[src/rtl/cbag_pkg.sv]
// Shared definitions for the circular buffer address generator.
// Assumes field codes are carried on a 3-bit configuration bus.
package cbag_pkg;

    // Field codes selected by cfg_fld; codes 5..7 are ignored.
    typedef enum logic [2:0] {
        FLD_INDEX = 3'd0,
        FLD_STEP  = 3'd1,
        FLD_SPAN  = 3'd2,
        FLD_BASE  = 3'd3,
        FLD_REVW  = 3'd4
    } cfg_field_e;

endpackage

[src/rtl/cbag_regfile.sv]
// Per-buffer variable storage: index, step, length, base and reverse width
// for NBUF buffers. One configuration write port, one index update port
// driven by the access path, and one combinational read port.
// Assumes NBUF is a power of two. A configuration write to the index field
// overrides an index update to the same buffer in the same cycle.
module cbag_regfile
    import cbag_pkg::*;
#(
    parameter int NBUF = 8,
    parameter int AW   = 16,
    parameter int KW   = 5
) (
    input  logic                    clk,
    input  logic                    rst_n,
    input  logic                    wr_en,
    input  logic [$clog2(NBUF)-1:0] wr_buf,
    input  logic [2:0]              wr_fld,
    input  logic [AW-1:0]           wr_data,
    input  logic                    upd_en,
    input  logic [$clog2(NBUF)-1:0] upd_buf,
    input  logic [AW-1:0]           upd_idx,
    input  logic [$clog2(NBUF)-1:0] rd_buf,
    output logic [AW-1:0]           rd_idx,
    output logic [AW-1:0]           rd_step,
    output logic [AW-1:0]           rd_span,
    output logic [AW-1:0]           rd_base,
    output logic [KW-1:0]           rd_revw
);
    localparam int SW = $clog2(NBUF);

    logic [AW-1:0] idx_a  [NBUF];
    logic [AW-1:0] step_a [NBUF];
    logic [AW-1:0] span_a [NBUF];
    logic [AW-1:0] base_a [NBUF];
    logic [KW-1:0] revw_a [NBUF];

    for (genvar g = 0; g < NBUF; g++) begin : g_buf
        localparam logic [SW-1:0] ID = SW'(g);
        logic          hit_wr;
        logic          hit_upd;
        logic [AW-1:0] idx_r;
        logic [AW-1:0] step_r;
        logic [AW-1:0] span_r;
        logic [AW-1:0] base_r;
        logic [KW-1:0] revw_r;

        // Decode whether this buffer is the write or update target.
        always_comb begin
            hit_wr  = wr_en  && (wr_buf  == ID);
            hit_upd = upd_en && (upd_buf == ID);
        end

        // Hold this buffer's variables; the write beats the post-modify.
        always_ff @(posedge clk) begin
            if (!rst_n) begin
                idx_r  <= '0;
                step_r <= '0;
                span_r <= '0;
                base_r <= '0;
                revw_r <= '0;
            end else begin
                if (hit_wr && wr_fld == FLD_INDEX) begin
                    idx_r <= wr_data;
                end else if (hit_upd) begin
                    idx_r <= upd_idx;
                end
                if (hit_wr && wr_fld == FLD_STEP) step_r <= wr_data;
                if (hit_wr && wr_fld == FLD_SPAN) span_r <= wr_data;
                if (hit_wr && wr_fld == FLD_BASE) base_r <= wr_data;
                if (hit_wr && wr_fld == FLD_REVW) revw_r <= wr_data[KW-1:0];
            end
        end

        assign idx_a[g]  = idx_r;
        assign step_a[g] = step_r;
        assign span_a[g] = span_r;
        assign base_a[g] = base_r;
        assign revw_a[g] = revw_r;
    end

    // Read port for the buffer currently being accessed.
    always_comb begin
        rd_idx  = idx_a[rd_buf];
        rd_step = step_a[rd_buf];
        rd_span = span_a[rd_buf];
        rd_base = base_a[rd_buf];
        rd_revw = revw_a[rd_buf];
    end

endmodule

[src/rtl/cbag_wrap.sv]
// Post-modify arithmetic: adds a signed step to the index and folds the
// result back into [base, base+span). A span of zero leaves a plain
// modulo-2^AW add. Assumes |step| < span when span is nonzero.
module cbag_wrap #(
    parameter int AW = 16
) (
    input  logic [AW-1:0] cur,
    input  logic [AW-1:0] step,
    input  logic [AW-1:0] span,
    input  logic [AW-1:0] base,
    output logic [AW-1:0] nxt
);
    localparam int EW = AW + 2;

    logic signed [EW-1:0] sum;
    logic signed [EW-1:0] lo;
    logic signed [EW-1:0] hi;
    logic signed [EW-1:0] ext_span;
    logic signed [EW-1:0] fixed;

    // Widen operands so the window compare sees no overflow.
    always_comb begin
        ext_span = $signed({2'b00, span});
        lo       = $signed({2'b00, base});
        hi       = lo + ext_span;
        sum      = $signed({2'b00, cur}) + $signed({{2{step[AW-1]}}, step});
    end

    // Choose the folded or linear result.
    always_comb begin
        if (span == '0) begin
            fixed = sum;
        end else if (sum >= hi) begin
            fixed = sum - ext_span;
        end else if (sum < lo) begin
            fixed = sum + ext_span;
        end else begin
            fixed = sum;
        end
        nxt = fixed[AW-1:0];
    end

endmodule

[src/rtl/cbag_revaddr.sv]
// Address former: passes the index through, or in reverse mode forms
// base + offset with the low k offset bits mirrored. k comes from the
// reverse-width field and is clamped to AW.
module cbag_revaddr #(
    parameter int AW = 16,
    parameter int KW = 5
) (
    input  logic [AW-1:0] cur,
    input  logic [AW-1:0] base,
    input  logic [KW-1:0] revw,
    input  logic          rev_en,
    output logic [AW-1:0] addr
);
    logic [AW-1:0] off;
    logic [AW-1:0] mir;
    int            k;

    // Clamp the reverse width to the address width.
    always_comb begin
        if (revw > KW'(AW)) k = AW;
        else                k = int'(revw);
    end

    // Mirror the low k bits of the offset from base.
    always_comb begin
        off = cur - base;
        for (int j = 0; j < AW; j++) begin
            mir[j] = off[j];
            for (int s = 0; s < AW; s++) begin
                if (j < k && s == k - 1 - j) mir[j] = off[s];
            end
        end
    end

    // Select the plain or reordered address.
    always_comb begin
        addr = rev_en ? (base + mir) : cur;
    end

endmodule

[src/rtl/cbag_top.sv]
// Circular buffer address generator top. Reads the selected buffer,
// forms its address, post-modifies the index, and registers the address
// with a valid flag one cycle after the request.
// Assumes NBUF is a power of two and AW >= 2.
module cbag_top #(
    parameter int NBUF = 8,
    parameter int AW   = 16
) (
    input  logic                    clk,
    input  logic                    rst_n,
    input  logic                    cfg_we,
    input  logic [$clog2(NBUF)-1:0] cfg_buf,
    input  logic [2:0]              cfg_fld,
    input  logic [AW-1:0]           cfg_data,
    input  logic                    acc_req,
    input  logic [$clog2(NBUF)-1:0] acc_buf,
    input  logic                    acc_rev,
    output logic [AW-1:0]           addr_out,
    output logic                    addr_vld
);
    localparam int KW = $clog2(AW + 1);

    logic [AW-1:0] sel_idx;
    logic [AW-1:0] sel_step;
    logic [AW-1:0] sel_span;
    logic [AW-1:0] sel_base;
    logic [KW-1:0] sel_revw;
    logic [AW-1:0] next_idx;
    logic [AW-1:0] formed;
    logic [AW-1:0] addr_q;
    logic          vld_q;

    cbag_regfile #(.NBUF(NBUF), .AW(AW), .KW(KW)) u_rf (
        .clk     (clk),
        .rst_n   (rst_n),
        .wr_en   (cfg_we),
        .wr_buf  (cfg_buf),
        .wr_fld  (cfg_fld),
        .wr_data (cfg_data),
        .upd_en  (acc_req),
        .upd_buf (acc_buf),
        .upd_idx (next_idx),
        .rd_buf  (acc_buf),
        .rd_idx  (sel_idx),
        .rd_step (sel_step),
        .rd_span (sel_span),
        .rd_base (sel_base),
        .rd_revw (sel_revw)
    );

    cbag_wrap #(.AW(AW)) u_wrap (
        .cur  (sel_idx),
        .step (sel_step),
        .span (sel_span),
        .base (sel_base),
        .nxt  (next_idx)
    );

    cbag_revaddr #(.AW(AW), .KW(KW)) u_rev (
        .cur    (sel_idx),
        .base   (sel_base),
        .revw   (sel_revw),
        .rev_en (acc_rev),
        .addr   (formed)
    );

    // Register the formed address and its valid flag.
    always_ff @(posedge clk) begin
        if (!rst_n) begin
            addr_q <= '0;
            vld_q  <= 1'b0;
        end else begin
            vld_q <= acc_req;
            if (acc_req) addr_q <= formed;
        end
    end

    assign addr_out = addr_q;
    assign addr_vld = vld_q;

endmodule

[config.mk]
export PLATFORM = sky130hd
export DESIGN_NAME = cbag_top
export DESIGN_NICKNAME = d
export VERILOG_FILES = /design/src/rtl/cbag_pkg.sv /design/src/rtl/cbag_regfile.sv /design/src/rtl/cbag_wrap.sv /design/src/rtl/cbag_revaddr.sv /design/src/rtl/cbag_top.sv
export SDC_FILE = /design/constraint.sdc
export NUM_CORES = 2
export LEC_CHECK = 0
export BUFFER_PORTS_ARGS = -buffer_cell sky130_fd_sc_hd__buf_2
export CAP_MARGIN = 5
export CORE_AREA = 2 2 244 246
export DETAILED_ROUTE_END_ITERATION = 7
export DIE_AREA = 0 0 246 248
export PLACE_DENSITY_LB_ADDON = 0.08
export REMOVE_ABC_BUFFERS = 1
export SLEW_MARGIN = 20
export SYNTH_ARGS = -nofsm -noshare
export SYNTH_HDL_FRONTEND = slang
export SYNTH_SLANG_ARGS = --single-unit
[constraint.sdc]
create_clock -name clk -period 18.9 [get_ports clk]
set_clock_uncertainty 0.05 [all_clocks]
set_input_delay 1.89 -clock clk [delete_from_list [all_inputs] [get_ports clk]]
set_output_delay 1.89 -clock clk [all_outputs]
set_load 0.02 [all_outputs]
## Word-level counts from Yosys, hierarchy flattened

Index checks and enable logic that the tools add are counted.

| word-level totals | value |
|---|---|
| flip-flop bits (word level) | 569 |
| input bits | 30 |
| output and inout bits | 17 |
| logic and storage cells | 972 |

| cells by class | value |
|---|---|
| bitwise operators | 1 |
| equality and inequality tests | 258 |
| reductions and logical operators | 338 |
| muxes and demuxes | 291 |
| $lt $le $gt $ge | 20 |
| $add $sub $neg | 22 |

Operators with widths:

| kind | count |
|---|---|
| 5-bit by 32-bit equality test with 1-bit output, first input constant | 128 |
| 4-bit by 32-bit equality test with 1-bit output, first input constant | 64 |
| 3-bit by 32-bit equality test with 1-bit output, first input constant | 32 |
| 2-bit by 32-bit equality test with 1-bit output, first input constant | 16 |
| 32-bit zero test | 15 |
| 16-bit two-way mux | 28 |
| 1-bit logical AND | 311 |
| 32-bit by 5-bit subtractor with 32-bit output, second input constant | 8 |
| 1-bit two-way mux | 255 |
| 16-bit binary-select mux with 3-bit select | 4 |
| 32-bit by 4-bit subtractor with 32-bit output, second input constant | 4 |
| 32-bit by 3-bit subtractor with 32-bit output, second input constant | 2 |
| 4-bit by 5-bit less-than comparator with 1-bit output, first input constant | 8 |
| 16-bit adder | 2 |
| 16-bit subtractor | 2 |
| 32-bit by 2-bit subtractor with 32-bit output, second input constant | 1 |
| 3-bit equality test, second input constant | 9 |
| 3-bit by 5-bit less-than comparator with 1-bit output, first input constant | 4 |
| 17-bit by 16-bit adder with 18-bit output | 1 |
| 3-bit by 2-bit equality test with 1-bit output, second input constant | 6 |
| 18-bit greater-or-equal comparator | 1 |
| 18-bit by 17-bit less-than comparator with 1-bit output | 1 |
| 16-bit by 16-bit adder with 17-bit output | 1 |
| 16-bit zero test | 1 |
| 11 further kinds | 26 |

## Logic depth before layout (Yosys ltp)

| depth | value |
|---|---|
| depth in word-level cells | 28 |
| mapped depth | 36 |
| mapped depth without buffers | 31 |

## Modules after synthesis

A second synthesis with hierarchy kept.

| unflattened totals | value |
|---|---|
| cells, all modules | 4605 |
| area, all modules | 38446.9 um^2 |

By module, submodules not included:

| module | cells each | sequential area each (um^2) | area each (um^2) | instances |
|---|---|---|---|---|
| cbag_regfile | 3017 | 11050.6 | 27472.6 | 1 |
| cbag_revaddr | 975 | 0.0 | 6169.7 | 1 |
| cbag_wrap | 560 | 0.0 | 4161.5 | 1 |
| cbag_top | 53 | 340.3 | 643.1 | 1 |

## Worst setup path after synthesis

Ideal clock, no wire load.

| path | value |
|---|---|
| path type | input to register |
| from | input acc_buf[1] |
| to | register addr_q[14], in the netlist addr_out[14] |
| stages on the path | 34 |
| data arrival time | 9.926 ns |
| required time | 18.776 ns |
| library setup time | 0.074 ns |
| path buffers | 8 |
| path slack | 8.850 ns |
| path through | buf_2 -> buf_4 -> buf_2 -> buf_2 -> buf_1 -> clkbuf_1 -> buf_1 -> clkbuf_1 -> mux4_2 -> mux2i_1 -> ha_1 -> nor2b_1 -> o31a_1 -> o311ai_1 -> a2111oi_0 -> a311oi_1 -> a21oi_1 -> a21boi_0 -> nand2_1 -> o21ai_0 -> a211o_1 -> a32o_1 -> ha_1 -> a21o_1 -> a21oi_1 -> o21ai_0 -> a21o_1 -> a21o_1 -> a211oi_1 -> nor2_1 -> o31ai_1 -> nand4_1 -> o311a_1 -> a31oi_1 |

| on the way | value |
|---|---|
| cells in the longest elaborated chain, start to end | 28 |
| elaborated cells on any way between the ends | 762 |
| those cells by class | 17 x add/sub; 16 x order compare; 225 x eq/ne; 250 x mux; 1 x bitwise; 253 x reduce/logical |

Ends and longest elaborated chain:

| element | line | RTL |
|---|---|---|
| start: declaration | cbag_top.sv:16 | `input logic [$clog2(NBUF)-1:0] acc_buf,` |
| 3-bit NOT with 4-bit output (not written as such) * | cbag_regfile.sv:83, cbag_regfile.sv:86, cbag_regfile.sv:87 |  |
| 5-bit binary-select mux with 3-bit select | cbag_regfile.sv:87 | `rd_revw = revw_a[rd_buf];` |
| 5-bit two-way mux (not written as such) (2 in series) | cbag_regfile.sv:87 |  |
| 5-bit > comparator | cbag_revaddr.sv:20 | `if (revw > KW'(AW)) k = AW;` |
| 5-bit two-way mux | cbag_revaddr.sv:20 |  |
| 5-bit by 1-bit subtractor with 6-bit output | - |  |
| 32-bit by 2-bit subtractor with 32-bit output, or another cell as far along | cbag_revaddr.sv:30 | `if (j < k && s == k - 1 - j) mir[j] = off[s];` |
| 32-bit zero test | cbag_revaddr.sv:30 |  |
| 1-bit logical AND | cbag_revaddr.sv:30 |  |
| 1-bit two-way mux (16 in series) | cbag_revaddr.sv:30 |  |
| 16-bit adder | cbag_revaddr.sv:37 | `addr = rev_en ? (base + mir) : cur;` |
| 16-bit two-way mux * | cbag_revaddr.sv:37 |  |
| end signal: assignment | cbag_top.sv:74 | `if (acc_req) addr_q <= formed;` |
| end: declaration | cbag_top.sv:30 | `logic [AW-1:0] addr_q;` |

Every way passes the cells marked *; elsewhere a longest branch is shown, timed or not. The select of a mux whose other input is x is not followed.
A chain may end at the register's enable or synchronous reset.

## Final worst setup path

| path | value |
|---|---|
| from | input acc_buf[1] |
| to | register u_rf.g_buf[6].idx_r[10] |

| on the way | value |
|---|---|
| cells in the longest elaborated chain, start to end | 11 |
| elaborated cells on any way between the ends | 28 |
| those cells by class | 4 x add/sub; 2 x order compare; 1 x eq/ne; 17 x mux; 1 x bitwise; 3 x reduce/logical |

Ends and longest elaborated chain:

| element | line | RTL |
|---|---|---|
| 3-bit NOT with 4-bit output (not written as such) | - |  |
| 16-bit binary-select mux with 3-bit select, on equally long branches | cbag_regfile.sv:83, cbag_regfile.sv:84 |  |
| 16-bit two-way mux, on equally long branches (2 in series) | cbag_regfile.sv:83, cbag_regfile.sv:84 |  |
| 17-bit by 16-bit adder with 18-bit output | cbag_wrap.sv:26 | `sum = $signed({2'b00, cur}) + $signed({{2{step[AW-1]}}, step});` |
| 16-bit adder / 18-bit by 17-bit less-than comparator with 1-bit output (equally long branches) | cbag_wrap.sv:36, cbag_wrap.sv:35 |  |
| 16-bit two-way mux | cbag_wrap.sv:35 | `end else if (sum < lo) begin` |
| 16-bit two-way mux | cbag_wrap.sv:33 | `end else if (sum >= hi) begin` |
| 16-bit two-way mux | cbag_wrap.sv:31 | `if (span == '0) begin` |
| 16-bit two-way mux | cbag_regfile.sv:64 | `end else if (hit_upd) begin` |
| 16-bit two-way mux | cbag_regfile.sv:62 | `if (hit_wr && wr_fld == FLD_INDEX) begin` |
| end signal: assignment | cbag_regfile.sv:63 | `idx_r <= wr_data;` |
| end signal: assignment | cbag_regfile.sv:65 | `idx_r <= upd_idx;` |
| end: declaration | cbag_regfile.sv:41 | `logic [AW-1:0] idx_r;` |

Several ways; a longest one is shown, not always the timed one. The select of a mux whose other input is x is not followed.

==> impl_metrics.toml <==
[status]
status = "completed"

[global_routing]
grt_pass1_wl_mm = 187.7
track_usage_pct = 39.90
first_global_vias = 30890
grt_max_degree = 123
grt-ovfl-total = 0
antenna_found_initial = 6

[layout]
drive_above_1_share_pct = 10.63
post-route-cell-area_sq_mm = 0.03723
final_nets = 4413
area_delta_synth_final_pct = 7.368

[floorplanning]
core_sq_mm = 0.05846
die_h_um = 248
dieWidth_um = 246
initial_core_util_pct = 59.31
die-area_sq_mm = 0.06101
rows = 89
ios = 47

[clock_tree]
cts_tree = "built"
cts.sinks = 569
cts_made_buffers = 60
cts_setup_buffers = 0
clockRootBuffer = "clkbuf_16"
h-tree-depth = 2
cts_hold_buf = 0
clk_pin_slew_worst_paths_ns = 0.06
cts_resized = 0
clk_latency_ns = 0.66
clock_path_buffers = 3

[placed_design]
dp_hpwl_mm = 82.35
dpl_cell_area_sq_mm = 0.03525
detailedPlace.worstSlack_ns = 7.958
gp_congestion = 1.006
io_buffers = 46

[yosys]
ys_top_cells_by_count = "nand2_1, dfxtp_1, a21oi_1, clkbuf_1, nor2_1"
synth-main-ff-cell = "dfxtp_1"
async_flop_share_pct = 0
synth_top_area_share_pct = 32.85
seq_area_frac_synth_pct = 32.85
synth_seq_cells = 569
netlist_instances = 4370
ys.warnings.count = 0
synth_edf_count = 0
synth.distinct_cells = 98
yosysTopAreaCell = "dfxtp_1"
yosysMostFrequentCell = "nand2_1"
syn_area_per_cell_sq_um = 7.935
syn_area_sq_mm = 0.03468
synthTopCellsByArea = "dfxtp_1, nand2_1, mux4_2"

[timing]
hold_viol = 0
timing.fmax_mhz = 94.04
rsz0062_at_grt = "no"
post-route-period-util_pct = 56.26
relSlewSlack_pct = 19.34
worstMarginPinSlew_ns = 1.207
fin_crit_ns = 10.63
finalMaxSlewViolations = 0
setup_tns_ns = 0
setup_viol = 0
layout_setup_ws_ns = 8.266
whs_ns = 0.4001

[worst_setup_path]
critPathSlowestCell = "a32oi_2"
criticalPathCategory = "input pin to register"
path_common_cell = "a21oi_1"
required_ns = 19.34
crit_fanout = 40
cpLargestDelayFamily = "compound AO/OA/AOI/OAI gates"
end_kind = "register"
max_stage_delay_ns = 0.64
critical_path_buf_inv_count = 6
cp.arrival_ns = 11.08
critPathLaunchType = "input pin"

[min_path]
min_path_type = "register to register"

[routing]
dr.pass1.iters = 8
ant_nets = 0
drc = 0
wirelength_mm = 124.1
wl_per_cell_um = 24.60
viasPerCell = 6.665
dr_total_vias = 33640
drtIter0Drc = 4042

[pwr]
cellPowerDensity_mw_per_mm2 = 81.89
leakage_nw = 13.69
worst_ir_drop_vdd_mv = 0.08866

[job]
drv_cap = 0
==> placed cells by master (no fill, tap or decap), drive strengths merged, types with 81 or more instances in the layout <==
master and count:
nand3 83, ha 147, inv 95, mux4 133, a21oi 564, mux2i 86
dfxtp 569, nand2 1037, clkbuf 81, nor2 237, nor3 82, buf 124
o21ai 238
==> sequential cells by signal, indices dropped and copies added (netlist names) <==
signal / count
u_rf.g_buf.span_r: 128
addr_vld: 1
addr_out: 16
u_rf.g_buf.base_r: 128
u_rf.g_buf.idx_r: 128
u_rf.g_buf.step_r: 128
u_rf.g_buf.revw_r: 40
==> worst min-delay path: cells and delay by family, from the launching register on <==
kind / cells / cell delay, ns
flip-flops: 1 / 0.31
AND/OR/NAND/NOR: 1 / 0.05
AO/OA/AOI/OAI: 1 / 0.05
==> power by group <==
part / internal, mW / switching (mW)
Combinational: 0.203 / 0.424
Sequential: 1.22 / 0.00775
Clock: 0.686 / 0.513
Total: 2.10 / 0.945
==> through the flow <==
| stage | util [%] | power [mW] | instances |
|---|---|---|---|
| after detailed placement | 60.29 | 1.850 | 4941 |
| final | 63.68 | 3.049 | 5047 |
| after CTS | 63.66 | 3.029 | 5044 |
| after global placement | 60.29 | 1.853 | 4941 |
| after floorplan | - | 1.621 | 4044 |
| after global routing | 63.68 | 3.140 | 5047 |
==> area by class of cell <==
cell class / count / area [sq um]
fillers: 5197 / 21230
diodes: 3 / 7.507
clock buffers: 81 / 1710
flip-flops and latches: 569 / 11390
well taps: 773 / 967.2
clock inverters: 22 / 257.7
inverters: 95 / 365.4
repair buffers: 124 / 847.1
multi-input cells: 3380 / 21680
==> worst paths after layout <==
check / slack, ns / start / depth (start not counted) / endpoint
max: 8.27 / acc_buf[1] / 31 / u_rf.g_buf[6].idx_r[10]
min: 0.40 / u_rf.g_buf[7].base_r[12] / 2 / u_rf.g_buf[7].base_r[12]
max reg2reg: 10.00 / u_rf.g_buf[0].revw_r[4] / 30 / addr_out[14]
min reg2reg: 0.40 / u_rf.g_buf[7].base_r[12] / 2 / u_rf.g_buf[7].base_r[12]
==> logic make-up (layout without fill, tap and decap cells) <==
group                      Yosys count  in the layout  synth area share [%]
AOI/OAI and AO/OA                 1266           1266                 22.71
xor gates and xnor gates            72             72                 1.840
adders and majority gates          153            153                 5.651
buffers and inverters              421            322                 4.723
DFF                                569            569                 32.85
muxes                              255            255                 12.34
other                                0              3                     0
and+or+nand+nor                   1634           1634                 19.89
==> routing by layer <==
| metal | GRT usage [%] | up-vias | wire [um] |
|---|---|---|---|
| li1 | - | 15400 | - |
| met1 | 53.56 | 15950 | 50090 |
| met2 | 61.35 | 1919 | 54370 |
| met3 | 8.034 | 370 | 12970 |
| met4 | 19.73 | 6 | 6682 |
| met5 | 0 | - | 26 |
Power figures use the tool's default switching activity.
